File: src/rtl/irq_agg_pkg.sv
package irq_agg_pkg;
  localparam int unsigned DW        = 32;
  localparam int unsigned NUM_BANKS = 4;
  localparam int unsigned BANK_TOP  = 0;
  localparam int unsigned BANK_EP   = 1;
  localparam int unsigned BANK_DMA  = 2;
  localparam int unsigned BANK_GPIO = 3;

  typedef enum logic [1:0] {
    REG_SRC = 2'd0,
    REG_SET = 2'd1,
    REG_CLR = 2'd2,
    REG_MSK = 2'd3
  } reg_sel_e;

  localparam int unsigned BIT_RX       = 8;
  localparam int unsigned BIT_TX       = 9;
  localparam int unsigned BIT_VBUS_CHG = 15;
  localparam int unsigned BIT_POL      = 17;
  localparam int unsigned BIT_DMA      = 24;
  localparam int unsigned STAT_VBUS    = 5;

  localparam int unsigned OFS_CTRL = 16;
  localparam int unsigned OFS_STAT = 17;
endpackage

File: src/rtl/irq_bank.sv
module irq_bank #(
  parameter int unsigned     W        = 32,
  parameter logic [W-1:0]    MASK_RST = '0
) (
  input  logic         clk_i,
  input  logic         rst_ni,
  input  logic         wr_set_i,
  input  logic         wr_clr_i,
  input  logic         wr_msk_i,
  input  logic [W-1:0] wdata_i,
  input  logic [W-1:0] hw_set_i,
  input  logic [W-1:0] hw_clr_i,
  output logic [W-1:0] pend_o,
  output logic [W-1:0] mask_o
);
  logic [W-1:0] pend_q, pend_d, mask_q;

  always_comb begin
    pend_d = pend_q;
    if (wr_set_i) pend_d = pend_d | wdata_i;
    if (wr_clr_i) pend_d = pend_d & ~wdata_i;
    // hardware sources win over a same-cycle bus write
    pend_d = (pend_d & ~hw_clr_i) | hw_set_i;
  end

  always_ff @(posedge clk_i or negedge rst_ni) begin
    if (!rst_ni) begin
      pend_q <= '0;
      mask_q <= MASK_RST;
    end else begin
      pend_q <= pend_d;
      if (wr_msk_i) mask_q <= wdata_i;
    end
  end

  assign pend_o = pend_q;
  assign mask_o = mask_q;

  p_set_or_r2: assert property (@(posedge clk_i) disable iff (!rst_ni)
    (wr_set_i && !(|hw_clr_i)) |=> ((pend_o & $past(wdata_i)) == $past(wdata_i)));
  p_clr_and_r2: assert property (@(posedge clk_i) disable iff (!rst_ni)
    (wr_clr_i && !wr_set_i && !(|hw_set_i)) |=> ((pend_o & $past(wdata_i)) == '0));
  p_mask_replace_r2: assert property (@(posedge clk_i) disable iff (!rst_ni)
    wr_msk_i |=> (mask_o == $past(wdata_i)));
endmodule

File: src/rtl/pwr_gate.sv
module pwr_gate #(
  parameter int unsigned DELAY_CYC = 30_000_000
) (
  input  logic clk_i,
  input  logic rst_ni,
  input  logic power_i,
  output logic gate_o
);
  localparam int unsigned CW = $clog2(DELAY_CYC + 1);

  logic          pwr_q, run_q, gate_q;
  logic [CW-1:0] cnt_q;
  logic          rise;

  assign rise = power_i && !pwr_q;

  always_ff @(posedge clk_i or negedge rst_ni) begin
    if (!rst_ni) begin
      pwr_q  <= 1'b0;
      run_q  <= 1'b0;
      gate_q <= 1'b0;
      cnt_q  <= '0;
    end else begin
      pwr_q <= power_i;
      if (rise) begin
        gate_q <= 1'b0;
        run_q  <= 1'b1;
        cnt_q  <= CW'(DELAY_CYC - 1);
      end else if (run_q) begin
        if (cnt_q == '0) begin
          run_q <= 1'b0;
          if (power_i) gate_q <= 1'b1;
        end else begin
          cnt_q <= cnt_q - 1'b1;
        end
      end
    end
  end

  assign gate_o = gate_q;

  p_close_on_rise_r8: assert property (@(posedge clk_i) disable iff (!rst_ni)
    (power_i && !pwr_q) |=> !gate_o);
  p_open_needs_power_r8: assert property (@(posedge clk_i) disable iff (!rst_ni)
    $rose(gate_o) |-> $past(power_i));
  p_hold_open_r9: assert property (@(posedge clk_i) disable iff (!rst_ni)
    (gate_o && !(power_i && !pwr_q)) |=> gate_o);
endmodule

File: src/rtl/evt_map.sv
module evt_map
  import irq_agg_pkg::*;
#(
  parameter int unsigned W   = DW,
  parameter int unsigned IDW = $clog2(W)
) (
  input  logic           clk_i,
  input  logic           rst_ni,
  input  logic           evt_valid_i,
  input  logic [IDW-1:0] evt_id_i,
  input  logic           evt_level_i,
  input  logic           vbus_i,
  output logic [W-1:0]   hw_set_o,
  output logic [W-1:0]   hw_clr_o,
  output logic           vbus_o
);
  logic vbus_q;

  always_comb begin
    hw_set_o = '0;
    hw_clr_o = '0;
    if (evt_valid_i) begin
      if (evt_level_i) hw_set_o[evt_id_i] = 1'b1;
      else             hw_clr_o[evt_id_i] = 1'b1;
    end
    if (vbus_i != vbus_q) hw_set_o[BIT_VBUS_CHG] = 1'b1;
  end

  always_ff @(posedge clk_i or negedge rst_ni) begin
    if (!rst_ni) vbus_q <= 1'b0;
    else         vbus_q <= vbus_i;
  end

  assign vbus_o = vbus_q;
endmodule

File: src/rtl/irq_agg_top.sv
module irq_agg_top
  import irq_agg_pkg::*;
#(
  parameter int unsigned ADDR_W        = 6,
  parameter int unsigned PWR_DELAY_CYC = 30_000_000
) (
  input  logic              clk_i,
  input  logic              rst_ni,
  input  logic              we_i,
  input  logic [ADDR_W-1:0] addr_i,
  input  logic [DW-1:0]     wdata_i,
  output logic [DW-1:0]     rdata_o,
  input  logic              evt_valid_i,
  input  logic [4:0]        evt_id_i,
  input  logic              evt_level_i,
  input  logic              vbus_i,
  input  logic              power_i,
  output logic              irq_o
);
  localparam int unsigned HALF = DW / 2;

  logic           in_bank;
  logic [1:0]     bank_sel;
  reg_sel_e       reg_sel;
  logic [DW-1:0]  evt_set, evt_clr;
  logic           vbus_st, gate;
  logic [DW-1:0]  bank_raw  [NUM_BANKS];
  logic [DW-1:0]  bank_mask [NUM_BANKS];
  logic [DW-1:0]  bank_view [NUM_BANKS];
  logic [DW-1:0]  top_eff, ctrl_q, stat_w;
  logic           sum_tx, sum_rx, sum_dma, any_act;

  assign in_bank  = (addr_i[ADDR_W-1:4] == '0);
  assign bank_sel = addr_i[3:2];
  assign reg_sel  = reg_sel_e'(addr_i[1:0]);

  evt_map #(.W(DW), .IDW(5)) u_evt (
    .clk_i, .rst_ni, .evt_valid_i, .evt_id_i, .evt_level_i, .vbus_i,
    .hw_set_o(evt_set), .hw_clr_o(evt_clr), .vbus_o(vbus_st)
  );

  for (genvar b = 0; b < NUM_BANKS; b++) begin : g_bank
    logic sel;
    assign sel = we_i && in_bank && (bank_sel == 2'(b));
    irq_bank #(
      .W       (DW),
      .MASK_RST((b == BANK_TOP) ? {DW{1'b1}} : {DW{1'b0}})
    ) u_bank (
      .clk_i, .rst_ni,
      .wr_set_i(sel && reg_sel == REG_SET),
      .wr_clr_i(sel && reg_sel == REG_CLR),
      .wr_msk_i(sel && reg_sel == REG_MSK),
      .wdata_i,
      .hw_set_i((b == BANK_TOP) ? evt_set : {DW{1'b0}}),
      .hw_clr_i((b == BANK_TOP) ? evt_clr : {DW{1'b0}}),
      .pend_o  (bank_raw[b]),
      .mask_o  (bank_mask[b])
    );
  end

  // bank summaries own their top-level bits
  assign sum_tx  = |(bank_raw[BANK_EP][HALF-1:0]  & ~bank_mask[BANK_EP][HALF-1:0]);
  assign sum_rx  = |(bank_raw[BANK_EP][DW-1:HALF] & ~bank_mask[BANK_EP][DW-1:HALF]);
  assign sum_dma = |(bank_raw[BANK_DMA] & ~bank_mask[BANK_DMA]);

  always_comb begin
    top_eff          = bank_raw[BANK_TOP];
    top_eff[BIT_RX]  = sum_rx;
    top_eff[BIT_TX]  = sum_tx;
    top_eff[BIT_DMA] = sum_dma;
  end

  always_comb begin
    for (int b = 0; b < NUM_BANKS; b++) bank_view[b] = bank_raw[b];
    bank_view[BANK_TOP] = top_eff;
  end

  always_ff @(posedge clk_i or negedge rst_ni) begin
    if (!rst_ni)                                    ctrl_q <= '0;
    else if (we_i && addr_i == ADDR_W'(OFS_CTRL))   ctrl_q <= wdata_i;
  end

  always_comb begin
    stat_w            = '0;
    stat_w[STAT_VBUS] = vbus_st;
  end

  pwr_gate #(.DELAY_CYC(PWR_DELAY_CYC)) u_gate (
    .clk_i, .rst_ni, .power_i, .gate_o(gate)
  );

  assign any_act = |(top_eff & ~bank_mask[BANK_TOP]);
  assign irq_o   = gate && (ctrl_q[BIT_POL] ? any_act : !any_act);

  always_comb begin
    rdata_o = '0;
    if (in_bank) begin
      rdata_o = (reg_sel == REG_MSK) ? bank_mask[bank_sel] : bank_view[bank_sel];
    end else if (addr_i == ADDR_W'(OFS_CTRL)) begin
      rdata_o = ctrl_q;
    end else if (addr_i == ADDR_W'(OFS_STAT)) begin
      rdata_o = stat_w;
    end
  end

  p_irq_gated_r7: assert property (@(posedge clk_i) disable iff (!rst_ni)
    !gate |-> !irq_o);
  p_vbus_flag_r11: assert property (@(posedge clk_i) disable iff (!rst_ni)
    (vbus_i != vbus_st) |=> (top_eff[BIT_VBUS_CHG] && vbus_st == $past(vbus_i)));
  p_tx_clear_r4: assert property (@(posedge clk_i) disable iff (!rst_ni)
    (we_i && addr_i == ADDR_W'(4 * BANK_EP + 2) && (&wdata_i[HALF-1:0])) |=> !top_eff[BIT_TX]);
endmodule

File: config.mk
export PLATFORM = sky130hd
export DESIGN_NAME = irq_agg_top
export DESIGN_NICKNAME = d
export VERILOG_FILES = /design/src/rtl/irq_agg_pkg.sv /design/src/rtl/irq_bank.sv /design/src/rtl/pwr_gate.sv /design/src/rtl/evt_map.sv /design/src/rtl/irq_agg_top.sv
export SDC_FILE = /design/constraint.sdc
export NUM_CORES = 1
export LEC_CHECK = 0
export ABC_AREA = 1
export CAP_MARGIN = 15
export CORE_ASPECT_RATIO = 1.75
export CORE_MARGIN = 2
export CORE_UTILIZATION = 50
export DETAILED_ROUTE_END_ITERATION = 7
export DONT_BUFFER_PORTS = 1
export PLACE_DENSITY = 0.68
export SYNTH_ARGS = -nofsm -noshare
export SYNTH_HDL_FRONTEND = slang
export SYNTH_SLANG_ARGS = --single-unit
export TNS_END_PERCENT = 5
File: constraint.sdc
create_clock -name clk_i -period 2 [get_ports clk_i]
set_clock_uncertainty 0.2 [all_clocks]
set_input_delay 0.4 -clock clk_i [delete_from_list [all_inputs] [get_ports clk_i]]
set_output_delay 0.4 -clock clk_i [all_outputs]
set_load 0.02 [all_outputs]
# After elaboration in Yosys (flattened, before gate mapping)
# Index checks and enable logic that the tools add are counted.
totals:
  regBits: 317
  input_bits: 50
classes:
  addsub: 1
  n_lt_le_gt_ge: 3
  n_eq_ne: 10
  mux: 36
  bitwise: 21
  n_reduce_logical: 35
op_table:
  columns: ["operator", "count"]
  rows:
  - ["two-way mux 32 bit", 19]
  - ["AND 32 bit", 7]
  - ["bitwise OR 32 bit", 5]
  - ["binary-select mux 32 bit (select 2 bit)", 2]
  - ["inverter 32 bit", 4]
  - ["two-way mux 25 bit", 3]
  - ["OR reduction 32 bit", 2]
  - ["AND 16 bit", 2]
  - ["inverter 16 bit", 2]
  - ["OR reduction 16 bit", 2]
  - ["zero test 25 bit", 1]
  - ["subtractor 25 x 1 -> 25 bit (second input constant)", 1]
  - ["logical AND 1 bit", 21]
  - ["== test 6 x 5 -> 1 bit (second input constant)", 2]
  - ["two-way mux 1 bit", 10]
  - ["== test 2 bit (second input constant)", 4]
  - ["less-than comparator 5 x 6 -> 1 bit (second input constant)", 1]
  - ["two-way mux 6 bit", 1]
  - ["nonzero test 2 bit", 3]
  - ["demux 1 bit (select 5 bit)", 1]
  - ["greater-or-equal comparator 5 x 1 -> 1 bit (second input constant)", 1]
  - ["== test 2 x 1 -> 1 bit (second input constant)", 2]
  - ["zero test 2 bit", 2]
  - ["greater-or-equal comparator 3 bit (second input constant)", 1]
  - ["other kinds (6)", 7]

# Logic depth before layout (Yosys ltp)
depth:
  word_depth: 9
  mapped_depth: 12

# Cells and area by module
# Synthesis repeated with hierarchy kept, for this count alone.
unflattened:
  cells_unflattened: 2765
  area_unflattened_um2: 18853.1
by_module_without_submodules:
  columns: ["mod", "instances", "cells_each", "area_per_inst_um2", "seq_area_each_um2"]
  rows:
  - ["irq_bank at g_bank[1].u_bank ...", 3, 397, 2974.1, 1601.5]
  - ["irq_agg_top", 1, 782, 4535.6, 800.8]
  - ["irq_bank at g_bank[0].u_bank", 1, 397, 3014.1, 1641.6]
  - ["pwr_gate", 1, 272, 1851.8, 700.7]
  - ["evt_map", 1, 123, 529.3, 25.0]

# Least setup slack after synthesis
# Ideal clock, no wire load.
synth_path:
  kind: "input -> output"
  startpoint: "input addr_i[3]"
  endpoint: "output rdata_o[0]"
  arrival_ps: 1501
  slack_ps: -101
  stages: 6
  path_buffers: 1
  cell_sequence: "nor2_2 > nand2_1 > nor4_4 > clkbuf_1 > nand2_1 > nand2_1"
synth_via:
  elab_chain_len: 6
synth_lines:
  columns: ["element", "line_no", "text"]
  rows:
  - ["start: declaration", "irq_agg_top.sv:10", "input logic [ADDR_W-1:0] addr_i,"]
  - ["inverter 2 -> 3 bit (not written as such)", "irq_agg_top.sv:98", "rdata_o = (reg_sel == REG_MSK) ? bank_mask[bank_sel] : bank_view[bank_sel];"]
  - ["binary-select mux 32 bit (select 2 bit)", "irq_agg_top.sv:98", null]
  - ["two-way mux 32 bit (not written as such) (2 in a row)", "irq_agg_top.sv:98", null]
  - ["two-way mux 32 bit", "irq_agg_top.sv:98", null]
  - ["two-way mux 32 bit *", "irq_agg_top.sv:97", "if (in_bank) begin"]
  - ["end: declaration", "irq_agg_top.sv:12", "output logic [DW-1:0] rdata_o,"]
# Every way passes the cells marked *; elsewhere a longest branch is shown, timed or not. The select of a mux whose other input is x is not followed.

# Worst setup path after layout
layout_path:
  startpoint: "register g_bank[1].u_bank.mask_q[0]"
  endpoint: "output irq_o"
layout_via:
  elab_chain_len: 8
layout_lines:
  columns: ["element", "line_no", "text"]
  rows:
  - ["start: declaration", "irq_bank.sv:16", "logic [W-1:0] pend_q, pend_d, mask_q;"]
  - ["start signal: assignment", "irq_bank.sv:32", "if (wr_msk_i) mask_q <= wdata_i;"]
  - ["inverter 16 bit *", "irq_agg_top.sv:62", "assign sum_tx = |(bank_raw[BANK_EP][HALF-1:0] & ~bank_mask[BANK_EP][HALF-1:0]);"]
  - ["AND 16 bit *", "irq_agg_top.sv:62", null]
  - ["OR reduction 16 bit *", "irq_agg_top.sv:62", null]
  - ["AND 32 bit *", "irq_agg_top.sv:92", "assign any_act = |(top_eff & ~bank_mask[BANK_TOP]);"]
  - ["OR reduction 32 bit *", "irq_agg_top.sv:92", null]
  - ["zero test 1 bit", "irq_agg_top.sv:93", "assign irq_o = gate && (ctrl_q[BIT_POL] ? any_act : !any_act);"]
  - ["two-way mux 1 bit *", "irq_agg_top.sv:93", null]
  - ["logical AND 1 bit *", "irq_agg_top.sv:93", null]
  - ["end: declaration", "irq_agg_top.sv:18", "output logic irq_o"]
# Every way passes the cells marked *; elsewhere a longest branch is shown, timed or not.

==> results.py <==
metrics = {
    "cells_and_area": {
        "drive_gt1_share_pct": 23.9,
        "nFillCells": 2599,
        "nets": 2327,
        "multi_input_area_um2": 7010,
        "mostFrequentLayoutCell": "nand2_1",
        "layout.cells.non_filler": 2697,
        "syn_to_final_growth_pct": 29.9,
        "layout_common_cells": "494 x nand2_1, 334 x o21ai_0, 285 x buf_4, 282 x dfrtp_1, 207 x inv_1",
        "ff_latch_area_um2": 7900,
        "final_area_um2": 20500,
    },
    "critical_path": {
        "crit_fanout": 2,
        "crit_start": "g_bank[1].u_bank.mask_o[0]",
        "rr_endpoint": "u_gate.cnt_q[15]",
        "r2r-start": "u_gate.cnt_q[13]",
        "worstRegToRegCells": 7,
        "crit_end": "irq_o",
        "end_kind": "output port",
        "r2r_slack_ns": -0.02,
        "cp_data_required_time_ns": 1.40,
        "cp.arrival_ns": 2.23,
        "start_kind": "register",
        "path_class": "register to output port",
    },
    "sta": {
        "slew_violations": 0,
        "period_needed_ns": 2.83,
        "tightest_slew_ns": 0.761,
        "holdWs_ns": -0.652,
        "hold_viol": 314,
        "min_period_over_period_pct": 142,
        "final-setup-viol-count": 34,
        "slew_headroom_pct": 49.2,
        "setup_slack_ns": -0.835,
        "setup-tns-final_ns": -12.49,
        "rsz0062_at_grt": "true",
        "timing.fmax_ghz": 0.353,
    },
    "synth": {
        "netlist_instances": 2007,
        "synth_edf_count": 0,
        "ys_seq_elements": 314,
        "syn_area_per_cell_um2": 7.86,
        "synth_top_area_cell": "dfrtp_1",
        "yosysTopAreaCellShare_pct": 44.7,
        "syn_nets": 2058,
        "synth_area_leaders": "dfrtp_1 45%, nand2_1 13%, o21ai_0 11%, dfstp_2 5.3%, inv_1 5.3%",
        "ys_warn_count": 0,
        "synth_cell_types": 44,
        "async_flop_share_pct": 100,
        "synth_area_um2": 15800,
        "ys.flop_type": "dfrtp_1",
        "synth-seq-area-share_pct": 50.1,
    },
    "grt": {
        "grt_pass1_vias": 16000,
        "grt_overflow_total": 0,
        "grt.busiest_layer": "met2",
        "antenna_found_initial": 1,
        "use_met1_pct": 37.6,
        "grt_start_max_net_pins": 315,
        "grt_pass1_wl_mm": 86.6,
        "grt_usage_pct": 33.5,
        "grtUsageMet2_pct": 57.3,
        "globalRouteMet3Util_pct": 5.07,
    },
    "placement": {
        "pre_cts_slack_ns": -0.357,
        "hpwl_mm": 38.0,
        "place_inst": 2593,
        "post_dp_cell_area_um2": 18500,
        "portBuffers": 0,
        "place_congestion": 0.990,
    },
    "clock_network": {
        "clock_path_buffers": 3,
        "ctsHoldBuffers": 38,
        "cts_tree": "built",
        "clk_pin_slew_ns": 0.06,
        "numCtsBuffers": 30,
        "clock-sinks": 314,
        "clockRootBuffer": "clkbuf_16",
        "htreeDepth": 1,
        "clk-insertion-delay-late_ns": 0.58,
    },
    "routing": {
        "dr.first_iter.drc_count": 1540,
        "first_pass_iters": 6,
        "finalWirelength_mm": 55.7,
        "vias": 15700,
        "ant_nets": 0,
        "vias_per_cell": 5.82,
        "route.detailed.drc": 0,
        "wl_per_cell_um": 20.7,
    },
    "run_status": {
        "outcome": "complete, but fails checks",
        "violations": "hold timing, setup timing",
    },
    "run": {
        "maxCapViolations": 0,
    },
    "pwr": {
        "powerDensity_nw_per_um2": 861,
        "leakagePower_nw": 9.47,
        "vdd_ir_drop_max_mv": 0.805,
        "power_mw": 17.6,
    },
    "floorplanning": {
        "die-height_um": 239,
        "coreArea_um2": 31300,
        "die_w_um": 138,
        "die_area_um2": 33100,
        "io_pins": 83,
        "num_rows": 86,
        "start_util_pct": 50.4,
    },
    "hold_path": {
        "hold_class": "primary input to async pin",
    },
}
==> worst min path at each step <==
| stage | from | to | slack, ns |
|---|---|---|---|
| 2_1_floorplan | rst_ni | async pin | -0.1 |
| 3_3_place_gp | rst_ni | ctrl_q[18] | -0.08 |
| 3_5_place_dp | rst_ni | u_gate.cnt_q[1] | -0.08 |
| 4_1_cts | rst_ni | u_gate.cnt_q[1] | -0.68 |
| 5_1_grt | rst_ni | u_gate.cnt_q[1] | -0.67 |
| 6_report | rst_ni | u_gate.cnt_q[2] | -0.65 |
==> metrics by stage <==
stage	hold WS, ns	util, %
2_1_floorplan	-0.0956	-
3_3_place_gp	-0.0830	59.2
3_5_place_dp	-0.0755	59.2
4_1_cts	-0.676	64.5
5_1_grt	-0.669	65.5
6_report	-0.652	65.5
==> logic make-up (layout without fill, tap and decap cells) <==
| kind of cell | after synthesis | count (layout) | share of synthesized area [%] |
|---|---|---|---|
| AOI/OAI and AO/OA | 593 | 593 | 22.0 |
| xor gates and xnor gates | 8 | 8 | 0.444 |
| adders and majority gates | 1 | 1 | 0.0793 |
| buffers and inverters | 352 | 645 | 8.62 |
| DFF | 314 | 314 | 50.1 |
| other | 0 | 1 | 0 |
| and+or+nand+nor | 739 | 739 | 18.8 |
==> synth_stat cells (4+ instances only) <==
cell type  instances
a21oi_1           11
a22oi_1           53
a2bb2oi_1          8
buf_2             23
clkbuf_1          95
dfrtp_1          282
dfstp_2           32
inv_1            221
inv_2              5
nand2_1          554
nand3_1           43
nand4_1           21
nor2_1            95
nor2_2             4
nor3_1            12
o2111ai_1         27
o211ai_1          21
o21ai_0          339
o21ai_1           52
o21bai_1          18
o22ai_1           40
o311ai_0           8
xor2_1             5
==> routing by layer <==
metal | share of wire [%] | vias to the layer above | wire length (µm)
met2 | 49 | 661 | 27400
li1 | - | 7219 | -
met5 | 0 | - | 0
met3 | 6.5 | 267 | 3600
met1 | 36 | 7545 | 19900
met4 | 8.6 | 0 | 4790
==> area by class of cell <==
| class | instances | area share [%] |
|---|---|---|
| clock buffers | 49 | 4.60 |
| clock inverters | 7 | 0.427 |
| multi-input cells | 1341 | 34.2 |
| inverters | 228 | 4.18 |
| repair buffers | 361 | 15.6 |
| well taps | 396 | 2.42 |
| flip-flops and latches | 314 | 38.5 |
| diodes | 1 | 0.0122 |
==> report_power, final <==
part	internal, mW	leakage (nW)	total (mW)	switching, mW
Combinational	1.81	5.02	3.88	2.07
Sequential	7.26	3.95	7.74	0.480
Clock	3.46	0.507	6.02	2.56
Total	12.5	9.47	17.6	5.10
==> worst max-delay path: stages, from the launching register on <==
cell	delay, ns
dfrtp_1	0.35
inv_1	0.07
nand2_1	0.08
nand2_1	0.07
nor2_2	0.17
nand2_1	0.13
o21ai_1	0.17
buf_4	0.15
nand3_1	0.07
nor2_1	0.10
nor2_1	0.06
nor2_2	0.11
buf_6	0.14
==> what timing repair did <==
item	4_1_cts	5_1_grt
resized for setup	81	76
endpoints found under the hold margin	523	314
setup endpoints to repair	52	52
buffers inserted	1	9
cloned	0	0
pin swaps	18	20
No activity file was read; power rests on OpenSTA's default activity.
